===== config.mk =====
export PLATFORM = sky130hd
export DESIGN_NAME = mbx_req_seq
export DESIGN_NICKNAME = d
export VERILOG_FILES = /design/src/rtl/mbx_pkg.sv /design/src/rtl/mbx_msg_packer.sv /design/src/rtl/mbx_poll_timer.sv /design/src/rtl/mbx_resp_judge.sv /design/src/rtl/mbx_req_seq.sv
export SDC_FILE = /design/constraint.sdc
export NUM_CORES = 1
export LEC_CHECK = 0
export ABC_AREA = 0
export ABC_CLOCK_PERIOD_IN_PS = 2600
export CELL_PAD_IN_SITES_DETAIL_PLACEMENT = 0
export CELL_PAD_IN_SITES_GLOBAL_PLACEMENT = 1
export CORE_MARGIN = 4
export CORE_UTILIZATION = 40
export CTS_BUF_LIST = sky130_fd_sc_hd__clkbuf_16
export CTS_CLUSTER_SIZE = 25
export DETAILED_ROUTE_END_ITERATION = 6
export PLACE_DENSITY = 0.92
export SETUP_SLACK_MARGIN = 0.05
export SYNTH_ARGS = -nofsm -noshare
export SYNTH_HDL_FRONTEND = slang
export SYNTH_SLANG_ARGS = --single-unit

===== constraint.sdc =====
create_clock -name clk -period 2.6 [get_ports clk]
set_input_delay 0.39 -clock clk [delete_from_list [all_inputs] [get_ports clk]]
set_output_delay 0.39 -clock clk [all_outputs]
set_load 0.02 [all_outputs]

===== src/rtl/mbx_pkg.sv =====
package mbx_pkg;
  localparam int MSG_WORDS = 8;
  localparam int WORD_W    = 32;
  localparam int MSG_W     = MSG_WORDS * WORD_W;
  localparam logic [2:0] HDR_WORD = 3'd7;

  localparam logic [2:0] KIND_SETUP    = 3'd1;
  localparam logic [2:0] KIND_TEARDOWN = 3'd2;
  localparam logic [2:0] REQ_VERSION   = 3'd0;

  // header field positions, decoded by the far side
  localparam int F_KIND_LO = 0;
  localparam int F_VER_LO  = 3;
  localparam int F_DIR     = 7;
  localparam int F_STAT_LO = 8;
  localparam int F_RSTF    = 24;
  localparam int F_OWNER   = 31;

  typedef enum logic [1:0] {
    RES_OK      = 2'd0,
    RES_BADARG  = 2'd1,
    RES_TIMEOUT = 2'd2,
    RES_PROTO   = 2'd3
  } mbx_result_e;

  typedef enum logic [2:0] {
    S_IDLE, S_RD, S_RWAIT, S_GAP, S_WR, S_FIN
  } mbx_state_e;

  function automatic logic [WORD_W-1:0] make_header(input logic [2:0] kind,
                                                    input logic       rflag);
    logic [WORD_W-1:0] h;
    h = '0;
    h[F_KIND_LO +: 3] = kind;
    h[F_VER_LO  +: 3] = REQ_VERSION;
    h[F_DIR]          = 1'b0;
    h[F_RSTF]         = rflag;
    return h;
  endfunction
endpackage


===== src/rtl/mbx_msg_packer.sv =====
module mbx_msg_packer
  import mbx_pkg::*;
#(
  parameter int ADDR_W     = 64,
  parameter int PAGE_SHIFT = 12,
  parameter int VIDX_W     = 32,
  parameter int NQ         = 4,
  parameter int LOW_W      = 48,
  parameter int VEC_W      = 16
) (
  input  logic [NQ-1:0][ADDR_W-1:0] addrs,
  input  logic [VIDX_W-1:0]         vec,
  input  logic [WORD_W-1:0]         hdr,
  output logic [MSG_W-1:0]          msg,
  output logic                      args_ok
);
  localparam int FRAME_W = ADDR_W - PAGE_SHIFT;
  localparam int NIB_W   = FRAME_W - LOW_W;

  logic [NQ*LOW_W-1:0] low_field;
  logic [NQ*NIB_W-1:0] nib_field;
  logic [NQ-1:0]       aligned;
  logic                vec_fits;

  for (genvar q = 0; q < NQ; q++) begin : g_queue
    logic [FRAME_W-1:0] frame;
    assign frame                          = addrs[q][ADDR_W-1:PAGE_SHIFT];
    assign low_field[q*LOW_W +: LOW_W]    = frame[LOW_W-1:0];
    assign nib_field[q*NIB_W +: NIB_W]    = frame[FRAME_W-1:LOW_W];
    assign aligned[q]                     = (addrs[q][PAGE_SHIFT-1:0] == '0);
  end

  if (VIDX_W > VEC_W) begin : g_vec_wide
    assign vec_fits = (vec[VIDX_W-1:VEC_W] == '0);
  end else begin : g_vec_narrow
    assign vec_fits = 1'b1;
  end

  assign msg     = {hdr, vec[VEC_W-1:0], nib_field, low_field};
  assign args_ok = (&aligned) & vec_fits;
endmodule


===== src/rtl/mbx_poll_timer.sv =====
module mbx_poll_timer #(
  parameter int LIMIT = 20000,
  parameter int GAP   = 1000
) (
  input  logic clk,
  input  logic rst_n,
  input  logic clr,
  input  logic miss,
  output logic last,
  output logic gap_idle
);
  localparam int AW = (LIMIT > 1) ? $clog2(LIMIT + 1) : 1;
  localparam int GW = (GAP > 0) ? $clog2(GAP + 1) : 1;

  logic [AW-1:0] tries;
  logic [GW-1:0] gap_cnt;

  always_ff @(posedge clk or negedge rst_n) begin
    if (!rst_n) begin
      tries   <= '0;
      gap_cnt <= '0;
    end else if (clr) begin
      tries   <= '0;
      gap_cnt <= '0;
    end else if (miss) begin
      tries   <= tries + 1'b1;
      gap_cnt <= GW'(GAP);
    end else if (gap_cnt != '0) begin
      gap_cnt <= gap_cnt - 1'b1;
    end
  end

  assign last     = (tries == AW'(LIMIT - 1));
  assign gap_idle = (gap_cnt == '0);
endmodule


===== src/rtl/mbx_resp_judge.sv =====
module mbx_resp_judge
  import mbx_pkg::*;
(
  input  logic [WORD_W-1:0] rsp,
  input  logic [2:0]        kind,
  input  logic              rflag,
  input  logic              after_hdr,
  output logic              released,
  output mbx_result_e       verdict
);
  logic all_ones;
  logic fields_ok;

  assign all_ones  = (rsp == '1);
  assign released  = !rsp[F_OWNER] || (after_hdr && rflag && all_ones);
  assign fields_ok = (rsp[F_KIND_LO +: 3] == kind) &&
                     (rsp[F_VER_LO +: 3] <= REQ_VERSION) &&
                     rsp[F_DIR] &&
                     (rsp[F_STAT_LO +: 8] == 8'd0);

  always_comb begin
    if (rflag && all_ones) verdict = RES_OK;
    else if (fields_ok)    verdict = RES_OK;
    else                   verdict = RES_PROTO;
  end
endmodule


===== src/rtl/mbx_req_seq.sv =====
module mbx_req_seq
  import mbx_pkg::*;
#(
  parameter int ADDR_W     = 64,
  parameter int PAGE_SHIFT = 12,
  parameter int VIDX_W     = 32,
  parameter int POLL_LIMIT = 20000,
  parameter int POLL_GAP   = 1000
) (
  input  logic              clk,
  input  logic              rst_n,
  input  logic              start,
  input  logic              op_teardown,
  input  logic              reset_flag,
  input  logic [ADDR_W-1:0] eq_addr,
  input  logic [ADDR_W-1:0] cq_addr,
  input  logic [ADDR_W-1:0] rq_addr,
  input  logic [ADDR_W-1:0] sq_addr,
  input  logic [VIDX_W-1:0] vec_idx,
  output logic              busy,
  output logic              done,
  output logic [1:0]        result,
  output logic              bus_valid,
  input  logic              bus_ready,
  output logic              bus_write,
  output logic [2:0]        bus_addr,
  output logic [31:0]       bus_wdata,
  input  logic              rd_valid,
  input  logic [31:0]       rd_data
);
  localparam int NQ = 4;

  mbx_state_e                 st;
  logic                       after_hdr;
  logic                       op_q;
  logic                       rflag_q;
  logic [NQ-1:0][ADDR_W-1:0]  addr_q;
  logic [VIDX_W-1:0]          vec_q;
  logic [2:0]                 idx_q;
  mbx_result_e                res_q;

  logic [2:0]                 kind;
  logic [WORD_W-1:0]          hdr;
  logic [MSG_W-1:0]           msg;
  logic [MSG_WORDS-1:0][WORD_W-1:0] msg_words;
  logic                       args_ok;
  logic                       released;
  mbx_result_e                verdict;
  logic                       poll_last;
  logic                       gap_idle;
  logic                       tmr_clr;
  logic                       tmr_miss;
  logic                       wr_fire;
  logic                       rd_back;

  assign kind      = op_q ? KIND_TEARDOWN : KIND_SETUP;
  assign hdr       = make_header(kind, rflag_q);
  assign msg_words = msg;

  mbx_msg_packer #(
    .ADDR_W(ADDR_W), .PAGE_SHIFT(PAGE_SHIFT), .VIDX_W(VIDX_W), .NQ(NQ)
  ) u_pack (
    .addrs(addr_q), .vec(vec_q), .hdr(hdr), .msg(msg), .args_ok(args_ok)
  );

  mbx_resp_judge u_judge (
    .rsp(rd_data), .kind(kind), .rflag(rflag_q), .after_hdr(after_hdr),
    .released(released), .verdict(verdict)
  );

  mbx_poll_timer #(.LIMIT(POLL_LIMIT), .GAP(POLL_GAP)) u_timer (
    .clk(clk), .rst_n(rst_n), .clr(tmr_clr), .miss(tmr_miss),
    .last(poll_last), .gap_idle(gap_idle)
  );

  assign wr_fire  = (st == S_WR) && bus_ready;
  assign rd_back  = (st == S_RWAIT) && rd_valid;
  assign tmr_clr  = ((st == S_IDLE) && start) || (wr_fire && idx_q == HDR_WORD);
  assign tmr_miss = rd_back && !released && !poll_last;

  always_ff @(posedge clk or negedge rst_n) begin
    if (!rst_n) begin
      st        <= S_IDLE;
      after_hdr <= 1'b0;
      op_q      <= 1'b0;
      rflag_q   <= 1'b0;
      addr_q    <= '0;
      vec_q     <= '0;
      idx_q     <= '0;
      res_q     <= RES_OK;
    end else begin
      unique case (st)
        S_IDLE: if (start) begin
          op_q      <= op_teardown;
          rflag_q   <= reset_flag;
          addr_q    <= {sq_addr, rq_addr, cq_addr, eq_addr};
          vec_q     <= vec_idx;
          after_hdr <= 1'b0;
          st        <= S_RD;
        end
        S_RD: if (bus_ready) st <= S_RWAIT;
        S_RWAIT: if (rd_valid) begin
          if (released) begin
            if (after_hdr) begin
              res_q <= verdict;
              st    <= S_FIN;
            end else if (op_q) begin
              idx_q <= HDR_WORD;
              st    <= S_WR;
            end else if (!args_ok) begin
              res_q <= RES_BADARG;
              st    <= S_FIN;
            end else begin
              idx_q <= '0;
              st    <= S_WR;
            end
          end else if (poll_last) begin
            res_q <= RES_TIMEOUT;
            st    <= S_FIN;
          end else begin
            st <= S_GAP;
          end
        end
        S_GAP: if (gap_idle) st <= S_RD;
        S_WR: if (bus_ready) begin
          if (idx_q == HDR_WORD) begin
            after_hdr <= 1'b1;
            st        <= S_RD;
          end else begin
            idx_q <= idx_q + 1'b1;
          end
        end
        S_FIN:   st <= S_IDLE;
        default: st <= S_IDLE;
      endcase
    end
  end

  assign busy      = (st != S_IDLE);
  assign done      = (st == S_FIN);
  assign result    = res_q;
  assign bus_valid = (st == S_RD) || (st == S_WR);
  assign bus_write = (st == S_WR);
  assign bus_addr  = (st == S_WR) ? idx_q : HDR_WORD;
  assign bus_wdata = (st == S_WR) ? msg_words[idx_q] : '0;
endmodule


Word-level counts from Yosys, hierarchy flattened
Cells that the tools add are included.

Flip-flop bits (word level): 324. Word-level logic and storage cells: 120.

$add $sub $neg: 3. Magnitude comparators: 2. Eq/ne operators: 21. Multiplexer cells: 41. Bitwise operators: 1. Reductions and logical operators: 39.

Operators with widths (number): 32-bit binary-select mux with 3-bit select (1); 32-bit 2-to-1 mux (2); 12-bit zero test (4); 3-bit 2-to-1 mux (16); 32-bit == test, second input constant (1); 10-bit 2-to-1 mux (3); 15-bit 2-to-1 mux (2); 16-bit zero test (1); 2-bit 2-to-1 mux (8); 2-bit inequality test, second input constant (8); 15-bit by 1-bit adder with 15-bit output, second input constant (1); 15-bit == test, second input constant (1); 3-bit case mux with 5 select lines (1); 1-bit logical AND (12); 10-bit zero test (1); 10-bit nonzero test (1); 10-bit by 1-bit subtractor with 10-bit output, second input constant (1); 3-bit == test, second input constant (3); 3-bit inequality test, second input constant (3); 8-bit zero test (1); 4-bit AND reduction (2); 2-bit nonzero test (4); 7-bit AND reduction (1); 3-bit by 2-bit == test with 1-bit output, second input constant (2); 17 further kinds (27).

Depth between registers and ports, before layout
Depth in word-level cells: 9. Mapped depth: 8. Depth with buffers taken out: 7.

Modules after synthesis
Synthesis repeated with hierarchy kept, for this count alone.

Cell total of the unflattened synthesis: 1256. Area, all modules: 18385.1 um^2.

By module, submodules not included: mbx_req_seq (instances 1, cells each 811, area an instance 14781.7 um^2, seq. area each 7482.2 um^2); mbx_msg_packer (instances 1, cells each 277, area an instance 2065.7 um^2, seq. area each 0.0 um^2); mbx_poll_timer (instances 1, cells each 144, area an instance 1378.8 um^2, seq. area each 625.6 um^2); mbx_resp_judge (instances 1, cells each 24, area an instance 158.9 um^2, seq. area each 0.0 um^2).

Worst setup path before layout
No wires, ideal clock.

Kind: reg2out. Start: register idx_q[0]. End: output bus_wdata[20]. Arrival: 1884 ps. Required time: 2210 ps. Path slack: 326 ps. Stages on the path, launching flop included: 7. Path through: dfrtp_1 clkbuf_1 nor2b_1 clkbuf_1 clkbuf_1 a21oi_1 a211oi_1.

Longest elaborated chain between the ends: 3.

RTL lines: from (decl) (RTL line mbx_req_seq.sv:39) `logic [2:0] idx_q;`; from (signal assigned) (RTL line mbx_req_seq.sv:130) `idx_q <= idx_q + 1'b1;`; 32-bit binary-select mux with 3-bit select (RTL line mbx_req_seq.sv:145) `assign bus_wdata = (st == S_WR) ? msg_words[idx_q] : '0;`; 32-bit 2-to-1 mux (not written as such) (RTL line mbx_req_seq.sv:145); 32-bit 2-to-1 mux (RTL line mbx_req_seq.sv:145); to (decl) (RTL line mbx_req_seq.sv:27) `output logic [31:0] bus_wdata,`.

No other way between the ends. The select of a mux whose other input is x is not followed.

Worst setup path after layout
Start: register idx_q[1]. End: output bus_wdata[31].

The elaborated chain is that of the path after synthesis.

==> flow_summary.ini <==
[synth]
syn-cell-area_um2 = 14800
synth-seq-cells = 324
yosysUniqueCellTypes = 54
synth_edf_count = 0
syn-mean-instance-area_um2 = 13.5
synth_top_area_share = 0.547
ys_warn_count = 0
synth_fp_nets = 1429
synth_most_common_cell = dfrtp_1
synth.area.top_cells = dfrtp_1 55%, mux2_2 22%, mux4_2 5.3%
yosysTopAreaCell = dfrtp_1
synth_seq_area_share = 0.547
ys_top_cells_by_count = 324 x dfrtp_1, 292 x mux2_2, 73 x nor2_1
ys_dominant_reg_cell = dfrtp_1
netlist_instances = 1098
synthArstFlopShare = 1.00

[drt]
via_per_inst = 5.38
drt-initial-drc-count = 463
firstDrtPassIters = 4
drt_wl_total_um = 43900
drc = 0
wl_per_cell_um = 21.6
dr_total_vias = 10945
ant_nets = 0

[pwr]
switching_share = 0.318
p_comb_frac = 0.415
seq_power_share = 0.375
power_density_nw_per_um2 = 1130
netSwitchingPower_uw = 7700
leakage_uw = 0.00872
power.internal_uw = 16500
ir_drop_uv = 596
clock_power_share = 0.209

[critical_path]
endpoint_kind = output pin
arrival_ps = 2260
cp_slowest_cell = dfrtp_4
crit_type = reg2out
crit_buf_inv = 4
critPathMaxFanout = 7
path_delay_family = buffers and inverters
max_stage_delay_ps = 570
crit_required_ps = 2210
crit_path_start_kind = register
worstPathCellList = buf_12 -> buf_6 -> buf_4 -> mux2i_1 -> nor2_1 -> a21oi_1 -> a211oi_2 -> buf_4
critPathMostFrequentCell = buf_4

[clocking]
clockBufferDepth = 3
htreeDepth = 2
cts_sinks = 324
cts_tree = built
clk_pin_slew_ps = 60
clock_latency_ps = 510
cts_root_buf = clkbuf_16
cts_made_buffers = 37

[global_route]
antenna_found_initial = 12
grt_pass1_wl_um = 67300
first_global_vias = 11897
grt-ovfl-total = 0
track_usage = 0.210
grt_max_degree = 63

[floorplanning]
core_um2 = 36600
row_count = 70
start_util = 0.405
dieArea_um2 = 40200
ios = 368
chipWidth_um = 201
fp.dieH_um = 201

[sta]
finalSetupTns_ps = -233
max_slew_margin = 0.632
fin_crit_ps = 2650
hold_violations = 0
min_period_over_period = 1.02
fin_worst_skew_ps = 16.9
fmax_ghz = 0.377
rsz0062_at_grt = true
finalSetupViolCount = 7
setup_ws_ps = -50.2
drv_slew = 0
whs_ps = 436
tightest_slew_ps = 552

[finish]
synthToLayoutAreaGrowth_pct = 44.4
layout-drive-gt1-share = 0.381
fin_nets = 1859
final_area_um2 = 21400

[placement]
postPlaceCellArea_um2 = 19400
numPortBuffers = 367
place_congestion = 0.834
dpl.hpwl_um = 31100

[status]
violations = negative setup slack
status = complete, but fails checks

[min_path]
hp-class = in2async

[flow_run]
cap_violations = 0
==> power by group through the flow <==
stage | Sequential (µW) | Combinational (µW) | Clock, µW
final | 9090 | 10100 | 5060
after global routing | 9390 | 10800 | 5390
after CTS | 9080 | 9380 | 5180
after detailed placement | 9150 | 8570 | 0
after global placement | 9000 | 8340 | 0
after floorplan | 8480 | 6170 | 0
==> kinds of logic (layout without fill, tap and decap cells) <==
kind of cell / count (synthesis) / after routing / share of synthesized area
other cells: 0 / 10 / 0
mux: 364 / 364 / 0.300
xor+xnor: 6 / 6 / 0.00354
buf+inv: 85 / 542 / 0.0265
fa+ha+maj: 4 / 4 / 0.00337
compound gates: 116 / 116 / 0.0522
simple gates: 199 / 199 / 0.0679
flops: 324 / 324 / 0.547
==> layer usage <==
metal	GRT usage	up-vias	wire length, µm
li1	-	4952	-
met1	0.256	5573	17600
met2	0.360	336	22000
met4	0.0777	4	1320
met3	0.0583	80	2950
met5	0	-	26
==> worst reg2reg max path, cell delays in order, from the launching register on <==
cell and delay [ps]:
dfrtp_4 520, buf_6 130, buf_12 120, buf_4 120, ha_1 140, ha_1 150, nand2_1 110, mux2_2 310
or3_4 400, o311ai_0 130, o31ai_1 120
==> path summary, 6_finish.rpt <==
path / startpoint / end / slack [ps] / cells after the start
min reg2reg: vec_q[8] / vec_q[8] / 500 / 1
max in group asynchronous: rst_n / addr_q[176] / 1400 / 3
max: idx_q[1] / bus_wdata[31] / -50 / 8
min: rst_n / u_timer.tries[12] / 440 / 2
min in group clk: vec_idx[31] / vec_q[31] / 490 / 2
max reg2reg: idx_q[0] / u_timer.tries[2] / 210 / 10
==> cell usage in the layout (no fill, tap or decap), drive strengths merged, types with 2 or more instances in the layout <==
cell type / count
o31ai: 11
xor2: 4
and3: 4
or3b: 2
buf: 127
nor2: 73
o41ai: 2
clkbuf: 41
a2111oi: 2
clkdlybuf4s50: 330
nand2b: 7
or3: 6
dlygate4sd2: 3
diode: 10
mux4: 35
mux2: 292
o31a: 2
clkinvlp: 4
ha: 4
o21ai: 8
mux2i: 37
o22ai: 2
nor4: 21
inv: 17
dfrtp: 324
a211oi: 30
bufinv: 3
o311ai: 2
nor2b: 2
nand4: 12
nor3: 10
or4: 12
nand2: 34
clkinv: 15
a21oi: 47
xnor2: 2
a211o: 2
nand3: 8
a31oi: 2
==> sequential cells by signal (all words and copies together) (netlist names) <==
signal and cells:
addr_q 256, vec_q 32, u_timer.tries 15, u_timer.gap_cnt 10, idx_q 3, st 3, result 2, after_hdr 1
op_q 1, rflag_q 1
==> timing repair <==
action / in CTS / in global routing
cloned: 3 / 2
setup endpoints to repair: 38 / 35
pin swaps: 18 / 36
resized for setup: 219 / 91
endpoints found under the hold margin: 52 / 0
hold buffers: 1 / 0
buffers inserted: 20 / 15
==> stage by stage <==
stage	worst slack [ps]	total power [µW]	cells	util
2_1_floorplan	326	14600	1098	-
3_3_place_gp	-185	17300	1920	0.531
3_5_place_dp	-149	17700	1920	0.531
4_1_cts	-154	23600	2010	0.573
5_1_grt	-133	25600	2033	0.585
6_report	-50.2	24200	2033	0.585
==> area by class of cell <==
| cell class | count | area, µm² |
|---|---|---|
| Fill cell | 2907 | 15200 |
| Sequential cell | 324 | 8120 |
| Multi-Input combinational cell | 689 | 6650 |
| Timing Repair Buffer | 464 | 4810 |
| Clock buffer | 39 | 976 |
| Tap cell | 468 | 586 |
| Clock inverter | 27 | 205 |
| Inverter | 12 | 48.8 |
| Antenna cell | 10 | 25.0 |
Power figures use the tool's default switching activity.
